## config.mk

```make
export PLATFORM = sky130hd
export DESIGN_NAME = scl_tap_timer
export DESIGN_NICKNAME = d
export VERILOG_FILES = /design/src/rtl/scl_tap_pkg.sv /design/src/rtl/scl_tap_decode.sv /design/src/rtl/scl_tap_phase.sv /design/src/rtl/scl_tap_timer.sv
export SDC_FILE = /design/constraint.sdc
export NUM_CORES = 1
export LEC_CHECK = 0
export BUFFER_PORTS_ARGS = -buffer_cell sky130_fd_sc_hd__buf_2
export CORE_ASPECT_RATIO = 0.75
export CORE_MARGIN = 8
export CORE_UTILIZATION = 40
export CTS_CLUSTER_DIAMETER = 40
export DETAILED_ROUTE_END_ITERATION = 7
export PLACE_DENSITY = 0.59
export SYNTH_ARGS = -nofsm -noshare
export SYNTH_HDL_FRONTEND = slang
export SYNTH_SLANG_ARGS = --single-unit
```

## constraint.sdc

```tcl
create_clock -name clk -period 8.4 [get_ports clk]
set_input_delay 0.84 -clock clk [delete_from_list [all_inputs] [get_ports clk]]
set_output_delay 0.84 -clock clk [all_outputs]
set_load 0.02 [all_outputs]
```

## src/rtl/scl_tap_pkg.sv

```systemverilog
package scl_tap_pkg;

  localparam int CODE_W = 6;
  localparam int SEL_W  = 3;

  function automatic int first_tap(input logic [SEL_W-1:0] s);
    case (s)
      3'd0, 3'd1: first_tap = 4;
      3'd2, 3'd3: first_tap = 6;
      3'd4:       first_tap = 14;
      3'd5:       first_tap = 30;
      3'd6:       first_tap = 62;
      default:    first_tap = 126;
    endcase
  endfunction

  function automatic int scl_taps(input logic [SEL_W-1:0] t);
    case (t)
      3'd0:    scl_taps = 9;
      3'd1:    scl_taps = 10;
      3'd2:    scl_taps = 12;
      3'd3:    scl_taps = 15;
      3'd4:    scl_taps = 5;
      3'd5:    scl_taps = 6;
      3'd6:    scl_taps = 7;
      default: scl_taps = 8;
    endcase
  endfunction

  function automatic int sda_taps(input logic [SEL_W-1:0] t);
    case (t)
      3'd0, 3'd1: sda_taps = 3;
      3'd2, 3'd3: sda_taps = 4;
      3'd4, 3'd5: sda_taps = 1;
      default:    sda_taps = 2;
    endcase
  endfunction

endpackage

```

## src/rtl/scl_tap_decode.sv

```systemverilog
module scl_tap_decode
  import scl_tap_pkg::*;
#(
  parameter int CNT_W = 11
) (
  input  logic [CODE_W-1:0] code_i,
  output logic [CNT_W-1:0]  half_o,
  output logic [CNT_W-1:0]  hold_o
);

  logic [SEL_W-1:0] spc_idx;
  logic [SEL_W-1:0] tap_idx;
  int               half_i;
  int               hold_i;

  assign spc_idx = code_i[4:2];
  assign tap_idx = {code_i[5], code_i[1:0]};

  // spacing is a power of two, so the product reduces to a shift
  always_comb begin
    half_i = first_tap(spc_idx) + ((scl_taps(tap_idx) - 1) << spc_idx) + 2;
    hold_i = first_tap(spc_idx) + ((sda_taps(tap_idx) - 1) << spc_idx) + 3;
  end

  assign half_o = CNT_W'(half_i);
  assign hold_o = CNT_W'(hold_i);

endmodule

```

## src/rtl/scl_tap_phase.sv

```systemverilog
module scl_tap_phase #(
  parameter int CNT_W = 11
) (
  input  logic             clk,
  input  logic             rst_n,
  input  logic             en_i,
  input  logic [CNT_W-1:0] half_i,
  output logic [CNT_W-1:0] cnt_o,
  output logic             scl_o,
  output logic             last_o
);

  logic [CNT_W-1:0] cnt_q, cnt_d;
  logic             scl_q, scl_d;
  logic             last;

  assign last = (cnt_q == half_i - CNT_W'(1));

  always_comb begin
    cnt_d = cnt_q;
    scl_d = scl_q;
    if (!en_i) begin
      cnt_d = '0;
      scl_d = 1'b1;
    end else if (last) begin
      cnt_d = '0;
      scl_d = ~scl_q;
    end else begin
      cnt_d = cnt_q + CNT_W'(1);
    end
  end

  always_ff @(posedge clk or negedge rst_n) begin
    if (!rst_n) begin
      cnt_q <= '0;
      scl_q <= 1'b1;
    end else begin
      cnt_q <= cnt_d;
      scl_q <= scl_d;
    end
  end

  assign cnt_o  = cnt_q;
  assign scl_o  = scl_q;
  assign last_o = last;

endmodule

```

## src/rtl/scl_tap_timer.sv

```systemverilog
module scl_tap_timer
  import scl_tap_pkg::*;
#(
  parameter int CNT_W = 11
) (
  input  logic              clk,
  input  logic              rst_n,
  input  logic              en_i,
  input  logic [CODE_W-1:0] div_code_i,
  output logic              scl_o,
  output logic              scl_fall_o,
  output logic              scl_rise_o,
  output logic              sda_upd_o
);

  logic [CNT_W-1:0] dec_half, dec_hold;
  logic [CNT_W-1:0] half_q, half_d;
  logic [CNT_W-1:0] hold_q, hold_d;
  logic [CNT_W-1:0] cnt;
  logic             scl_lvl;
  logic             phase_last;
  logic             load_en;

  scl_tap_decode #(.CNT_W(CNT_W)) u_dec (
    .code_i (div_code_i),
    .half_o (dec_half),
    .hold_o (dec_hold)
  );

  scl_tap_phase #(.CNT_W(CNT_W)) u_phase (
    .clk    (clk),
    .rst_n  (rst_n),
    .en_i   (en_i),
    .half_i (half_q),
    .cnt_o  (cnt),
    .scl_o  (scl_lvl),
    .last_o (phase_last)
  );

  // new counts are taken while idle or at the end of a low phase
  assign load_en = !en_i || (phase_last && !scl_lvl);

  always_comb begin
    half_d = half_q;
    hold_d = hold_q;
    if (load_en) begin
      half_d = dec_half;
      hold_d = dec_hold;
    end
  end

  always_ff @(posedge clk or negedge rst_n) begin
    if (!rst_n) begin
      half_q <= CNT_W'(28 / 2);
      hold_q <= CNT_W'(9);
    end else begin
      half_q <= half_d;
      hold_q <= hold_d;
    end
  end

  assign scl_o      = scl_lvl;
  assign scl_fall_o = en_i && scl_lvl && phase_last;
  assign scl_rise_o = en_i && !scl_lvl && phase_last;
  assign sda_upd_o  = en_i && !scl_lvl && (cnt == hold_q - CNT_W'(1));

endmodule

```

==> results of run 1 <==
==> power groups by stage <==
stage / Clock (mW) / Sequential [mW] / Combinational (mW)
finish: 0.127 / 0.226 / 0.225
global route: 0.138 / 0.231 / 0.253
CTS: 0.131 / 0.227 / 0.226
detailed placement: 0 / 0.230 / 0.224
global placement: 0 / 0.228 / 0.219
floorplan: 0 / 0.217 / 0.185
==> routing by layer <==
layer	vias to the layer above	GRT usage (%)
met5	-	0
met4	0	2.383
met3	7	3.518
met2	33	20.07
met1	1257	18.72
li1	1328	-
==> cell families (layout without fill, tap and decap cells) <==
| family | count (synthesis) | after routing |
|---|---|---|
| adder cells (fa/ha/maj) | 30 | 30 |
| buffers and inverters | 39 | 46 |
| XOR/XNOR | 48 | 48 |
| flip-flops | 34 | 34 |
| multiplexers | 27 | 27 |
| AO/OA/AOI/OAI | 68 | 68 |
| AND/OR/NAND/NOR | 126 | 126 |
==> metrics by stage <==
step | util [%] | area, sq um | setup slack, ps | std cells
final | 44.26 | 3520 | 4060 | 484
after global routing | 44.26 | 3520 | 3767 | 484
after CTS | 44.26 | 3520 | 4119 | 484
after detailed placement | 43.06 | 3425 | 3847 | 476
after global placement | 43.06 | 3425 | 3924 | 476
after floorplan | - | 3294 | 4227 | 372
==> area by class of cell <==
class	instances	area share, %
Multi-Input combinational cell	299	64.59
Sequential cell	34	24.39
Clock buffer	6	2.346
Clock inverter	2	0.3555
Inverter	25	2.666
Timing Repair Buffer	13	1.920
Tap cell	105	3.733
==> worst max-delay path: cells and delay by family <==
| family | cells | cell delay, ps |
|---|---|---|
| XOR/XNOR | 1 | 280 |
| adder cells (fa/ha/maj) | 3 | 1030 |
| buffers and inverters | 3 | 350 |
| multiplexers | 2 | 430 |
| AND/OR/NAND/NOR | 4 | 530 |
| AO/OA/AOI/OAI | 6 | 1050 |
==> registers in the layout (all words and copies together) (netlist names) <==
| register | cells |
|---|---|
| u_phase.scl_o | 1 |
| hold_q | 11 |
| half_q | 11 |
| u_phase.cnt_o | 11 |
==> Yosys cell counts, types with 3 or more instances <==
master    count  area share [%]
nor2_1       41             4.7
xnor2_1      35             9.3
dfrtp_1      28              21
ha_1         28              11
nand2_1      25             2.8
inv_1        24             2.7
o21ai_0      13             2.0
xor2_1       13             3.5
a21oi_1      12             1.8
mux2i_1      12             3.6
mux2_4       11             5.0
nor3_1       11             1.7
clkbuf_1     10             1.1
nand3_1       7             1.1
o21a_1        7             1.6
dfstp_2       6             4.8
nand2b_1      6             1.1
nor2b_1       6             1.1
and3_1        5            0.95
o31ai_1       5             1.1
a31oi_1       4            0.76
nor4_1        4            0.76
a211oi_1      3            0.68
nand4_1       3            0.57
nor3b_1       3            0.68
nor4b_1       3            0.80
o311ai_1      3            0.80
==> worst paths after layout <==
| check | startpoint | to | cells past startpoint |
|---|---|---|---|
| worst max-delay path | div_code_i[1] | half_q[10]$_DFFE_PN0P_ | 19 |
| worst min-delay path | half_q[1]$_DFFE_PN1P_ | half_q[1]$_DFFE_PN1P_ | 2 |
| worst max register to register | half_q[1]$_DFFE_PN1P_ | hold_q[1]$_DFFE_PN0P_ | 8 |
| worst min register to register | half_q[1]$_DFFE_PN1P_ | half_q[1]$_DFFE_PN1P_ | 2 |
| max in group asynchronous | rst_n | hold_q[7]$_DFFE_PN0P_ | 1 |
| min in group asynchronous | rst_n | u_phase.cnt_o[1]$_DFF_PN0_ | 1 |
==> results by group, run 1 <==
Routing
  – WL final: 7.170 mm
  – DRT antenna net count: 0
  – Wire length per cell: 14.81 um
  – Top Metal Used: met4
  – Routed wl met3: about 370 um
  – Vias per cell: 5.424
  – DR vias: about 2600
  – Met1 WL: 3.699 mm
  – Met2 Wirelength: between 3 and 4 mm
  – 1st-iter DRT viols: 157
  – DRC: 0
  – Drt pass-1 iters: 4

Global routing
  – Initial antenna violation count: 0
  – Total track usage: 13.28%
  – Largest net degree at the start of global routing: 35
  – First-pass GRT wire length: around 12 mm
  – Vias in the first global route: 2563
  – Total grt overflow: 0

CTS
  – Htree depth: 2
  – Num CTS Buffers: 5
  – Post-CTS Hold Fix Bufs: 0
  – Clock root cell: clkbuf_8
  – Worst-Skew Late Latency: ~290 ps
  – Max Root-Sink Buffers: 2
  – Clock Sinks: 34
  – Reg clk slew, reported paths: ~70 ps
  – PostCTS Resize Cnt: 0
  – Post-CTS setup buffer count: 0
  – CTS tree: done

Timing
  – Slew Limit Fails: 0
  – RSZ-0062 raised after global routing: false
  – Sum of negative setup slack: 0 ps
  – Fin crit period: 4340 ps
  – Clock Skew: just under 9 ps
  – Max_slew headroom: 43.67%
  – Fin crit share: between 50% and 60%
  – Fin. Hold Viols: 0
  – Final setup violation count: 0
  – Fmax: between 0.2 and 0.25 GHz
  – Hold slack: about 500 ps
  – Worst-margin pin slew: ~840 ps

Power and ir drop
  – Internal Pwr Total: ~0.37 mW
  – Pwr dens: between 150 and 200 mW/mm^2
  – P_leak: roughly 1.6 nW
  – Sw frac: 36.90%
  – P_sw: 0.2134 mW
  – Sequential share of power: just under 40%
  – Final Power: around 0.58 mW
  – Worst vdd ir: 0.08295 mV
  – Combinational share of power: about two fifths
  – Clock Power Share: a little over a fifth

Die
  – FP Rows: 28
  – Initial Utilization: ~41%
  – Core area: a little under 0.008 sq mm
  – Chip width: 120.8 um
  – IO Pins: 13
  – Die height: approximately 95 um
  – Die area: approximately 0.011 sq mm

Run
  – Max cap viols: 0

Layout
  – Layout area overhead: 6.836%
  – Most frequent cells in the layout: 41 x nor2_1, 35 x xnor2_1, 28 x ha_1, 28 x dfrtp_1, 25 x nand2_1
  – Nets: around 420
  – Fillers: between 700 and 800
  – Diode count: 0
  – Register area: roughly 860 sq um
  – Fraction of layout cells with a size suffix above 1: between 10% and 20%
  – Commonest non-fill, non-tap cell in the layout: nor2_1
  – Multi-input logic area: approximately 0.0023 sq mm

Critical path
  – CP startpoint kind: input pin
  – Worst-path cell chain: buf_2, nand2b_1, xor2_1, inv_1, ha_1, and3_1, o21ai_0, a22oi_1, o21ai_0, nor2_1, ha_1, inv_1, fa_1, nor2b_1, o31a_1, o21a_1, o2111ai_1, mux2i_1, mux2_1
  – CP max stage cell: fa_1
  – Reg2reg setup slack: around 5400 ps
  – Crit Path Category: in -> reg
  – Crit-path max FO: 13
  – WP data required: ~8600 ps
  – WP data arrival: roughly 4500 ps
  – Max incr delay on CP: between 400 and 500 ps
  – Crit end category: register

Synth
  – Post-synthesis adder-cell area fraction: between 10% and 20%
  – Mapped Avg Cell Area: approximately 9 sq um
  – #FFs+latches synth: 34
  – Largest family of logic cells by synthesized area: simple AND/OR/NAND/NOR gates
  – Mapped Cells: 372
  – Ys Warns: 0
  – Post-synth cell types: between 50 and 60
  – Xor/xnor share of the synthesized area: 12.76%
  – Async SR Flop Fraction: 100.0%
  – Simple-gate share of the synthesized area: between 10% and 20%
  – Sequential element share of the synthesized area: a little over a quarter
  – Compound-Gate Fraction of Synth Area: 14.89%
  – Number of synthesized flops with an enable pin: 0
  – Syn_nets: around 410
  – Main synth FF type: dfrtp_1
  – Mux contribution to synthesized area: around a tenth
  – Syn Std Cell Area: about 0.0033 sq mm

Place
  – Routability cong.: 0.8099
  – Buffers on Ports: 12
  – Estimated wirelength of the detail-placed design: slightly below 6 mm

Outcome
  – Outcome: completed

Min path
  – Worst min path class: reg -> reg
Note: power is estimated with default switching activity, not from simulation.
==> run 2, diff against run 1 <==
Settings changed: PLACE_DENSITY 0.59 to 0.61.
Clock period 8.4 ns to 3.9 ns, I/O delays scaled along.
==> results by group, run 2 (same netlist as run 1, synthesis figures left out) <==
Timing
  – Fin. Hold Viols: 0
  – Final setup violation count: 0
  – Hold slack: about 170 ps
  – Fin crit share: between 90% and 100%
  – Fmax: 0.2729 GHz
  – RSZ-0062 raised after global routing: false
  – Max_slew headroom: 43.67%
  – Worst-margin pin slew: between 800 and 900 ps
  – Slew Limit Fails: 0
  – Fin crit period: about 3700 ps
  – Clock Skew: 3.228 ps
  – Sum of negative setup slack: 0 ps

Critical path
  – Worst-path cell chain: buf_2, nand2b_1, xor2_1, inv_1, ha_1, nor4b_1, o41a_1, o22ai_1, ha_1, ha_1, nor2b_1, o31a_1, o21a_1, o2111ai_1, mux2i_1, mux2_1
  – Top Family by Delay on Critical Path: compound AO/OA/AOI/OAI gates
  – Crit-path max FO: 5
  – Reg2reg setup slack: roughly 940 ps
  – WP data arrival: 3830 ps
  – CP bufs+invs: 2
  – CP startpoint: div_code_i[5]
  – Reg2reg start: half_q[1]$_DFFE_PN1P_
  – Crit Path Category: in -> reg
  – Most frequent CP cell: ha_1
  – Reg2reg path depth: 8
  – CP startpoint kind: input pin
  – CP max stage cell: nor4b_1
  – Worst path depth: 16
  – WP data required: roughly 4000 ps
  – Max incr delay on CP: roughly 500 ps
  – Crit end category: register

Die
  – Die height: 94.60 um
  – Chip width: about 120 um
  – Die area: ~0.011 sq mm
  – Core area: between 0.007 and 0.008 sq mm
  – FP Rows: 28
  – Initial Utilization: just over 40%
  – IO Pins: 13

Routing
  – 1st-iter DRT viols: 170
  – Met2 Wirelength: 3.033 mm
  – Met1 WL: ~4 mm
  – DRC: 0
  – Wire length per cell: 14.79 um
  – WL final: approximately 7.3 mm
  – DRT antenna net count: 0
  – Vias per cell: roughly 5.4
  – Drt pass-1 iters: 4
  – Routed wl met3: 276 um
  – Top Metal Used: met4
  – DR vias: 2633

CTS
  – Post-CTS Hold Fix Bufs: 0
  – Clock root cell: clkbuf_8
  – Clock Sinks: 34
  – Post-CTS setup buffer count: 0
  – Reg clk slew, reported paths: approximately 70 ps
  – Worst-Skew Late Latency: 290 ps
  – PostCTS Resize Cnt: 0
  – Max Root-Sink Buffers: 2
  – CTS tree: done
  – Num CTS Buffers: 5
  – Htree depth: 2

Place
  – Placed inst area: around 0.0035 sq mm
  – Placed Cells: 484
  – Estimated wirelength of the detail-placed design: approximately 5.7 mm
  – Buffers on Ports: 12
  – Routability cong.: approximately 0.85

Global routing
  – Vias in the first global route: 2486
  – Initial antenna violation count: 0
  – Total grt overflow: 0
  – Total track usage: a little over an eighth
  – Largest net degree at the start of global routing: 35
  – First-pass GRT wire length: 12.25 mm

Layout
  – Fraction of layout cells with a size suffix above 1: between 10% and 20%
  – Commonest non-fill, non-tap cell in the layout: nor2_1
  – Non-filler cells, final: slightly below 500
  – Design Area, Final: 0.003591 sq mm
  – Multi-input logic area: between 0.002 and 0.0025 sq mm
  – Fillers: 786
  – Final Core Density: between 40% and 50%
  – Layout area overhead: 9.001%
  – Diode count: 0
  – Register area: ~860 sq um
  – Most frequent cells in the layout: 41 x nor2_1, 35 x xnor2_1, 28 x ha_1, 28 x dfrtp_1, 25 x nand2_1
  – Nets: between 400 and 500

Power and ir drop
  – P_leak: roughly 1.6 nW
  – Worst vdd ir: approximately 0.22 mV
  – Pwr dens: 363.6 mW/mm^2

Outcome
  – Outcome: completed

Run
  – Max cap viols: 0

Min path
  – Worst min path class: in -> async
==> run 2: cell count changes in the layout (fill, tap and decap cells not counted), sizes merged <==
cell and delta:
bufinv +1, clkbuf +1, clkinv -1, buf +8, clkinvlp -1
==> run 2: final cells by class <==
class | instances | area share, %
multi-input combinational | 299 | 63.31
sequential | 34 | 23.90
tap | 105 | 3.659
timing repair buffer | 21 | 3.554
inverter | 25 | 2.613
clock buffer | 7 | 2.125
clock inverter | 1 | 0.8362
==> run 2: worst reg2reg max path: stages, from the launching register on <==
cell and delay [ps]:
dfstp_2 540, inv_1 50, ha_1 240, nor2b_1 150, or3_1 340, a31oi_1 200, nand4_1 340, o31a_4 630
mux2_1 370
==> run 2: worst paths after layout <==
| check | endpoint |
|---|---|
| worst max-delay path | half_q[10]$_DFFE_PN0P_ |
| worst min-delay path | u_phase.cnt_o[4]$_DFF_PN0_ |
| worst max register to register | half_q[10]$_DFFE_PN0P_ |
| worst min register to register | hold_q[1]$_DFFE_PN0P_ |
| max in group asynchronous | half_q[5]$_DFFE_PN0P_ |
| min in group clk | u_phase.scl_o$_DFFE_PN1P_ |
==> run 2: layer usage <==
layer,track usage (%),vias up
met5,0,-
met4,2.694,0
met3,2.683,10
met2,18.69,38
met1,19.82,1238
li1,-,1347
==> run 2: metrics by stage <==
step	power [mW]	setup WS [ps]
5_1_grt	1.403	59.28
3_3_place_gp	0.9789	76.58
6_report	1.306	236.3
4_1_cts	1.316	278.5
2_1_floorplan	0.8666	176.9
3_5_place_dp	0.9894	-5.929
==> run 2: report_power, final <==
| group | leakage (nW) | switching, mW | total (mW) | internal (mW) |
|---|---|---|---|---|
| sequential | 0.432 | 0.0760 | 0.490 | 0.414 |
| combinational | 1.13 | 0.256 | 0.495 | 0.238 |
| clock | 0.0524 | 0.130 | 0.321 | 0.191 |
